==> src/rtl/cmb_dec_pkg.sv <==
package cmb_dec_pkg;

  localparam int CMB_MAX_TAPS = 64;

  // Tap k of the polynomial (1 + z^-1 + ... + z^-(m-1))^order, by repeated convolution.
  function automatic int cmb_tap(input int m, input int order, input int k);
    int cur [CMB_MAX_TAPS];
    int nxt [CMB_MAX_TAPS];
    int len;
    for (int i = 0; i < CMB_MAX_TAPS; i++) cur[i] = 0;
    cur[0] = 1;
    len = 1;
    for (int s = 0; s < order; s++) begin
      for (int i = 0; i < CMB_MAX_TAPS; i++) nxt[i] = 0;
      for (int i = 0; i < len; i++) begin
        for (int d = 0; d < m; d++) begin
          if (i + d < CMB_MAX_TAPS) nxt[i + d] = nxt[i + d] + cur[i];
        end
      end
      len = len + m - 1;
      for (int i = 0; i < CMB_MAX_TAPS; i++) cur[i] = nxt[i];
    end
    if (k < 0 || k >= len || k >= CMB_MAX_TAPS) return 0;
    return cur[k];
  endfunction

  function automatic int cmb_pow(input int b, input int e);
    int r;
    r = 1;
    for (int i = 0; i < e; i++) r = r * b;
    return r;
  endfunction

endpackage

==> src/rtl/cmb_poly_stage.sv <==
module cmb_poly_stage #(
  parameter int M      = 8,
  parameter int ORDER  = 4,
  parameter int IN_W   = 2,
  parameter int OUT_W  = 14,
  parameter int IN_MAX = 1
) (
  input  logic                    clk,
  input  logic                    rst_n,
  input  logic                    in_valid,
  input  logic signed [IN_W-1:0]  in_data,
  output logic                    out_valid,
  output logic signed [OUT_W-1:0] out_data
);
  import cmb_dec_pkg::*;

  localparam int TAPS = ORDER * (M - 1) + 1;
  localparam int NACC = (TAPS - 1) / M + 1;
  localparam int PW   = (M > 1) ? $clog2(M) : 1;
  localparam int GAIN = cmb_pow(M, ORDER);
  localparam logic [PW-1:0] LAST_PH = PW'(M - 1);

  // Coefficient owed by accumulator j for an input arriving in phase q.
  logic signed [OUT_W-1:0] coef_tab [NACC][M];
  for (genvar j = 0; j < NACC; j++) begin : g_acc
    for (genvar q = 0; q < M; q++) begin : g_ph
      localparam int K = M * j + (M - 1 - q);
      assign coef_tab[j][q] = OUT_W'(cmb_tap(M, ORDER, K));
    end
  end

  logic [PW-1:0]           phase_q, phase_d;
  logic signed [OUT_W-1:0] acc_q [NACC];
  logic signed [OUT_W-1:0] acc_d [NACC];
  logic                    vld_q, vld_d;
  logic signed [OUT_W-1:0] dat_q, dat_d;
  logic signed [OUT_W-1:0] in_ext;
  logic signed [OUT_W-1:0] term [NACC];

  assign in_ext = OUT_W'(in_data);

  always_comb begin
    for (int j = 0; j < NACC; j++) term[j] = in_ext * coef_tab[j][phase_q];
  end

  always_comb begin
    phase_d = phase_q;
    vld_d   = 1'b0;
    dat_d   = dat_q;
    for (int j = 0; j < NACC; j++) acc_d[j] = acc_q[j];
    if (in_valid) begin
      if (phase_q == LAST_PH) begin
        phase_d = '0;
        vld_d   = 1'b1;
        dat_d   = acc_q[0] + term[0];
        for (int j = 0; j < NACC - 1; j++) acc_d[j] = acc_q[j + 1] + term[j + 1];
        acc_d[NACC - 1] = '0;
      end else begin
        phase_d = phase_q + 1'b1;
        for (int j = 0; j < NACC; j++) acc_d[j] = acc_q[j] + term[j];
      end
    end
  end

  always_ff @(posedge clk or negedge rst_n) begin
    if (!rst_n) begin
      phase_q <= '0;
      vld_q   <= 1'b0;
      dat_q   <= '0;
      for (int j = 0; j < NACC; j++) acc_q[j] <= '0;
    end else begin
      vld_q <= vld_d;
      if (in_valid) begin
        phase_q <= phase_d;
        dat_q   <= dat_d;
        for (int j = 0; j < NACC; j++) acc_q[j] <= acc_d[j];
      end
    end
  end

  assign out_valid = vld_q;
  assign out_data  = dat_q;

  // idle cycles leave the phase untouched
  p_idle_hold_r7: assert property (@(posedge clk) disable iff (!rst_n)
    !in_valid |=> $stable(phase_q));

  // an emitted word always coincides with a phase restart
  p_wrap_r2: assert property (@(posedge clk) disable iff (!rst_n)
    out_valid |-> (phase_q == '0));

  // stage result stays within its own full-scale gain
  p_stage_range_r8: assert property (@(posedge clk) disable iff (!rst_n)
    out_valid |-> (out_data <= GAIN * IN_MAX && out_data >= -(GAIN * IN_MAX)));

endmodule

==> src/rtl/cmb_settle_gate.sv <==
module cmb_settle_gate #(
  parameter int SETTLE = 3
) (
  input  logic clk,
  input  logic rst_n,
  input  logic in_valid,
  output logic out_valid
);
  localparam int CNW = $clog2(SETTLE + 1);

  logic [CNW-1:0] cnt_q, cnt_d;
  logic           done;
  logic           cnt_en;

  assign done   = (cnt_q == CNW'(SETTLE));
  assign cnt_en = in_valid && !done;

  always_comb begin
    cnt_d = cnt_q;
    if (cnt_en) cnt_d = cnt_q + 1'b1;
  end

  always_ff @(posedge clk or negedge rst_n) begin
    if (!rst_n) cnt_q <= '0;
    else if (cnt_en) cnt_q <= cnt_d;
  end

  assign out_valid = in_valid && done;

  // once settled, the gate stays open until reset
  p_settle_hold_r5: assert property (@(posedge clk) disable iff (!rst_n)
    done |=> done);

endmodule

==> src/rtl/cmb_out_scale.sv <==
module cmb_out_scale #(
  parameter int IN_W  = 22,
  parameter int OUT_W = 22
) (
  input  logic signed [IN_W-1:0]  din,
  output logic signed [OUT_W-1:0] dout
);
  if (OUT_W >= IN_W) begin : g_ext
    assign dout = OUT_W'(din);
  end else begin : g_cut
    assign dout = din[IN_W-1 -: OUT_W];
  end
endmodule

==> src/rtl/cmb_decim32.sv <==
module cmb_decim32 #(
  parameter int OSR1  = 8,
  parameter int OSR2  = 4,
  parameter int ORDER = 4,
  parameter int OUT_W = 2 + ORDER * ($clog2(OSR1) + $clog2(OSR2))
) (
  input  logic                    clk,
  input  logic                    rst_n,
  input  logic                    bit_valid,
  input  logic                    bit_in,
  output logic                    out_valid,
  output logic signed [OUT_W-1:0] out_data
);
  import cmb_dec_pkg::*;

  localparam int W0      = 2;
  localparam int W1      = W0 + ORDER * $clog2(OSR1);
  localparam int W2      = W1 + ORDER * $clog2(OSR2);
  localparam int TAPS1   = ORDER * (OSR1 - 1) + 1;
  localparam int TAPS2   = ORDER * (OSR2 - 1) + 1;
  localparam int SETTLE1 = (TAPS1 - 1) / OSR1;
  localparam int SETTLE2 = (TAPS2 - 1 + SETTLE1) / OSR2;
  localparam int GAIN1   = cmb_pow(OSR1, ORDER);

  logic signed [W0-1:0] in_word;
  logic                 s1_valid, s2_valid;
  logic signed [W1-1:0] s1_data;
  logic signed [W2-1:0] s2_data;

  assign in_word = bit_in ? 2'sb01 : 2'sb11;

  cmb_poly_stage #(
    .M(OSR1), .ORDER(ORDER), .IN_W(W0), .OUT_W(W1), .IN_MAX(1)
  ) u_stage1 (
    .clk(clk), .rst_n(rst_n), .in_valid(bit_valid), .in_data(in_word),
    .out_valid(s1_valid), .out_data(s1_data)
  );

  cmb_poly_stage #(
    .M(OSR2), .ORDER(ORDER), .IN_W(W1), .OUT_W(W2), .IN_MAX(GAIN1)
  ) u_stage2 (
    .clk(clk), .rst_n(rst_n), .in_valid(s1_valid), .in_data(s1_data),
    .out_valid(s2_valid), .out_data(s2_data)
  );

  cmb_settle_gate #(.SETTLE(SETTLE2)) u_gate (
    .clk(clk), .rst_n(rst_n), .in_valid(s2_valid), .out_valid(out_valid)
  );

  cmb_out_scale #(.IN_W(W2), .OUT_W(OUT_W)) u_scale (
    .din(s2_data), .dout(out_data)
  );

  // output strobe lasts a single cycle
  p_pulse_r2: assert property (@(posedge clk) disable iff (!rst_n)
    out_valid |=> !out_valid);

endmodule

==> config.mk <==
export PLATFORM = sky130hd
export DESIGN_NAME = cmb_decim32
export DESIGN_NICKNAME = d
export VERILOG_FILES = /design/src/rtl/cmb_dec_pkg.sv /design/src/rtl/cmb_poly_stage.sv /design/src/rtl/cmb_settle_gate.sv /design/src/rtl/cmb_out_scale.sv /design/src/rtl/cmb_decim32.sv
export SDC_FILE = /design/constraint.sdc
export NUM_CORES = 1
export LEC_CHECK = 0
export BUFFER_PORTS_ARGS = -buffer_cell sky130_fd_sc_hd__buf_2
export CAP_MARGIN = 20
export CORE_UTILIZATION = 30
export CTS_CLUSTER_DIAMETER = 200
export CTS_CLUSTER_SIZE = 10
export DETAILED_ROUTE_END_ITERATION = 10
export PLACE_DENSITY_LB_ADDON = 0.12
export REMOVE_ABC_BUFFERS = 1
export SKIP_LAST_GASP = 1
export SLEW_MARGIN = 10
export SYNTH_ARGS = -nofsm -noshare
export SYNTH_HDL_FRONTEND = slang
export SYNTH_SLANG_ARGS = --single-unit
==> constraint.sdc <==
create_clock -name clk -period 12.2 [get_ports clk]
set_input_delay 1.22 -clock clk [delete_from_list [all_inputs] [get_ports clk]]
set_output_delay 1.22 -clock clk [all_outputs]
set_load 0.05 [all_outputs]
==> results by group <==
Run status
  – Status: finished clean

Yosys
  – Seq cells post-synth: 189
  – Distinct cell type count after synthesis: 73
  – Synth Warn #: 0
  – Mapped Cells: 2612
  – Post-synthesis sequential area ratio: 19.7%
  – Ranking of synthesized cells by area: ha_1 (23%), dfrtp_1 (20%), fa_1 (16%)
  – Synth area leader: ha_1
  – Avg Inst Size Synth: 9.19 um^2
  – Synth Cell Area: 24000 um^2
  – Ys async rst share: 100%
  – Post-synth top flop: dfrtp_1
  – Number of flops mapped to enable cells by yosys: 0
  – Yosys top cell area share: 23.3%

Floorplanning
  – Core area: 79100 um^2
  – Die width: 285 um
  – Area of the die: 81200 um^2
  – # IOs: 27
  – Initial Util: 30.3%
  – Std-Cell Rows: 103
  – Die H: 285 um

Worst setup path
  – Worst-path maximum fanout: 58
  – Startpoint Class: flip-flop
  – Reg2reg setup slack: 4.59 ns
  – Setup Crit Path Kind: flip-flop to flip-flop
  – Crit. End Element: flip-flop
  – Worst endpoint data arrival time: 7.98 ns
  – Worst EP required: 12.57 ns

Detailed routing
  – DR iter-0 viols: 775
  – Via count: 18200
  – DR WL/cell: 19.1 um
  – Final wirelength: 69900 um
  – Final ANT Viol Nets: 0
  – Via-per-instance ratio: 4.97
  – DRT Pass-1 Iters: 5
  – DRC viols: 0

Clocking
  – Clock Latency Late Sink: 0.52 ns
  – CTS Buf Count: 17
  – CTS Buffer Depth: 2
  – CTS Sinks: 189
  – H-tree depth: 4
  – Root Driver: clkbuf_16
  – CTS tree: done
  – CTS clock-pin slew for the worst setup and hold paths: 0.09 ns
  – CTS Hold Buffers Added: 0
  – Post-cts resize count: 0
  – Postcts setup bufs: 0

Global route
  – GRT Overall Usage: 18.1%
  – First-pass GRT wire length: 114000 um
  – Vias in the first global route: 20200
  – Largest net degree at the start of global routing: 88
  – Initial antenna violation count: 0
  – Grt total ovfl: 0

STA
  – Final hold vios: 0
  – Setup TNS: 0 ns
  – Fmax: 0.131 GHz
  – Final setup fails: 0
  – RSZ-0062 raised after global routing: false
  – Final min period: 7.61 ns
  – Clock Skew: 0.0208 ns
  – Slew headroom: 33.5%
  – Fin crit share: 62.4%
  – Slew Limit Fails: 0
  – Worst Tran Pin Value: 0.997 ns

Layout
  – Layout area overhead: 7.88%
  – Commonest non-fill, non-tap cell in the layout: ha_1
  – Most frequent cells in the layout: ha_1 (447), inv_1 (389), nand2_1 (209)
  – Fraction of layout cells with a size suffix above 1: 4.41%
  – Nets: 3242
  – Ant diodes: 0

Placement
  – Port bufs: 26
  – DP HPWL: 54700 um
  – Final GP Congestion: 0.879

Worst hold path
  – HP Class: flip-flop to flip-flop

Run
  – Max_cap viols: 0
path summary, 6_finish.rpt:
path	start	to	cells past startpoint
min reg2reg	u_stage2.out_data[0]	u_stage2.out_data[0]	2
max in group asynchronous	rst_n	u_stage1.acc_q[49]	3
min	u_stage2.out_data[0]	u_stage2.out_data[0]	2
max	u_stage2.phase_q[0]	u_stage2.acc_q[62]	22
max reg2reg	u_stage2.phase_q[0]	u_stage2.acc_q[62]	22
min in group asynchronous	rst_n	u_stage2.acc_q[21]	1
sequential cells by signal (all words and copies together), names as in the netlist:
name / count
u_stage1.out_data: 14
u_stage2.out_valid: 1
u_stage2.acc_q: 88
u_stage2.out_data: 22
u_stage1.phase_q: 3
u_stage1.out_valid: 1
u_gate.cnt_q: 2
u_stage1.acc_q: 56
u_stage2.phase_q: 2
metrics by stage:
step / std cells / worst slack (ns) / util [%] / area, um^2 / hold WS [ns]
detailed placement: 3624 / 4.51 / 32.0 / 25300 / 0.462
floorplan: 2530 / 3.72 / - / 23700 / 0.453
global route: 3657 / 4.21 / 32.7 / 25900 / 0.509
global placement: 3624 / 4.57 / 32.0 / 25300 / 0.461
finish: 3657 / 4.59 / 32.7 / 25900 / 0.476
CTS: 3656 / 4.49 / 32.7 / 25900 / 0.483
synthesized netlist by cell type (all sizes together) (16+ instances only):
library cell,count
a211oi,16
a21o,63
a21oi,153
a31oi,19
and2,38
buf,17
clkbuf,65
dfrtp,189
fa,196
ha,448
inv,390
mux2i,56
nand2,210
nand2b,26
nand3,32
nor2,172
nor2b,31
nor3,17
o21ai,97
o2bb2ai,17
xnor2,107
xor2,29
layer usage:
| metal | part of all wire [%] | global-route usage, % | wire length [um] |
|---|---|---|---|
| met1 | 45 | 22.7 | 31700 |
| met2 | 50 | 32.2 | 35000 |
| met3 | 2.2 | 2.00 | 1530 |
| met4 | 2.4 | 5.63 | 1670 |
| met5 | 0 | 0 | 0 |
worst max-delay path, stage by stage, from the launching register on:
cell and delay, ns:
dfrtp_1 0.69, ha_2 0.30, buf_4 0.76, nand2_1 0.46, xnor2_1 0.23, ha_1 0.29
inv_1 0.06, fa_1 0.54, inv_1 0.05, fa_1 0.38, fa_1 0.52, inv_1 0.05
fa_1 0.48, inv_1 0.05, fa_1 0.44, ha_1 0.42, nand3_1 0.19, nor4_1 0.32
o41a_1 0.36, nor2_1 0.15, a21o_1 0.22, mux2i_1 0.30, o221ai_1 0.19
layout make-up:
cell class,count,area (um^2)
Fill cell,8356,53200
Multi-Input combinational cell,1947,17500
Sequential cell,189,4730
Inverter,394,1480
Tap cell,1050,1310
Clock buffer,19,453
Timing Repair Buffer,45,287
Clock inverter,13,150
kinds of logic (layout without fill, tap and decap cells):
kind of cell | count (synthesis) | count (layout) | synth area share [%]
xor gates and xnor gates | 137 | 137 | 5.05
and+or+nand+nor | 577 | 577 | 10.9
buffers and inverters | 476 | 471 | 7.51
adders and majority gates | 644 | 644 | 39.7
muxes | 68 | 68 | 2.90
other | 1 | 1 | 0.0156
DFF | 189 | 189 | 19.7
AOI/OAI and AO/OA | 520 | 520 | 14.2
Power is left out: the tool's default activity adds up to more than one toggle a clock period on the data nets, which glitch-free logic cannot reach.
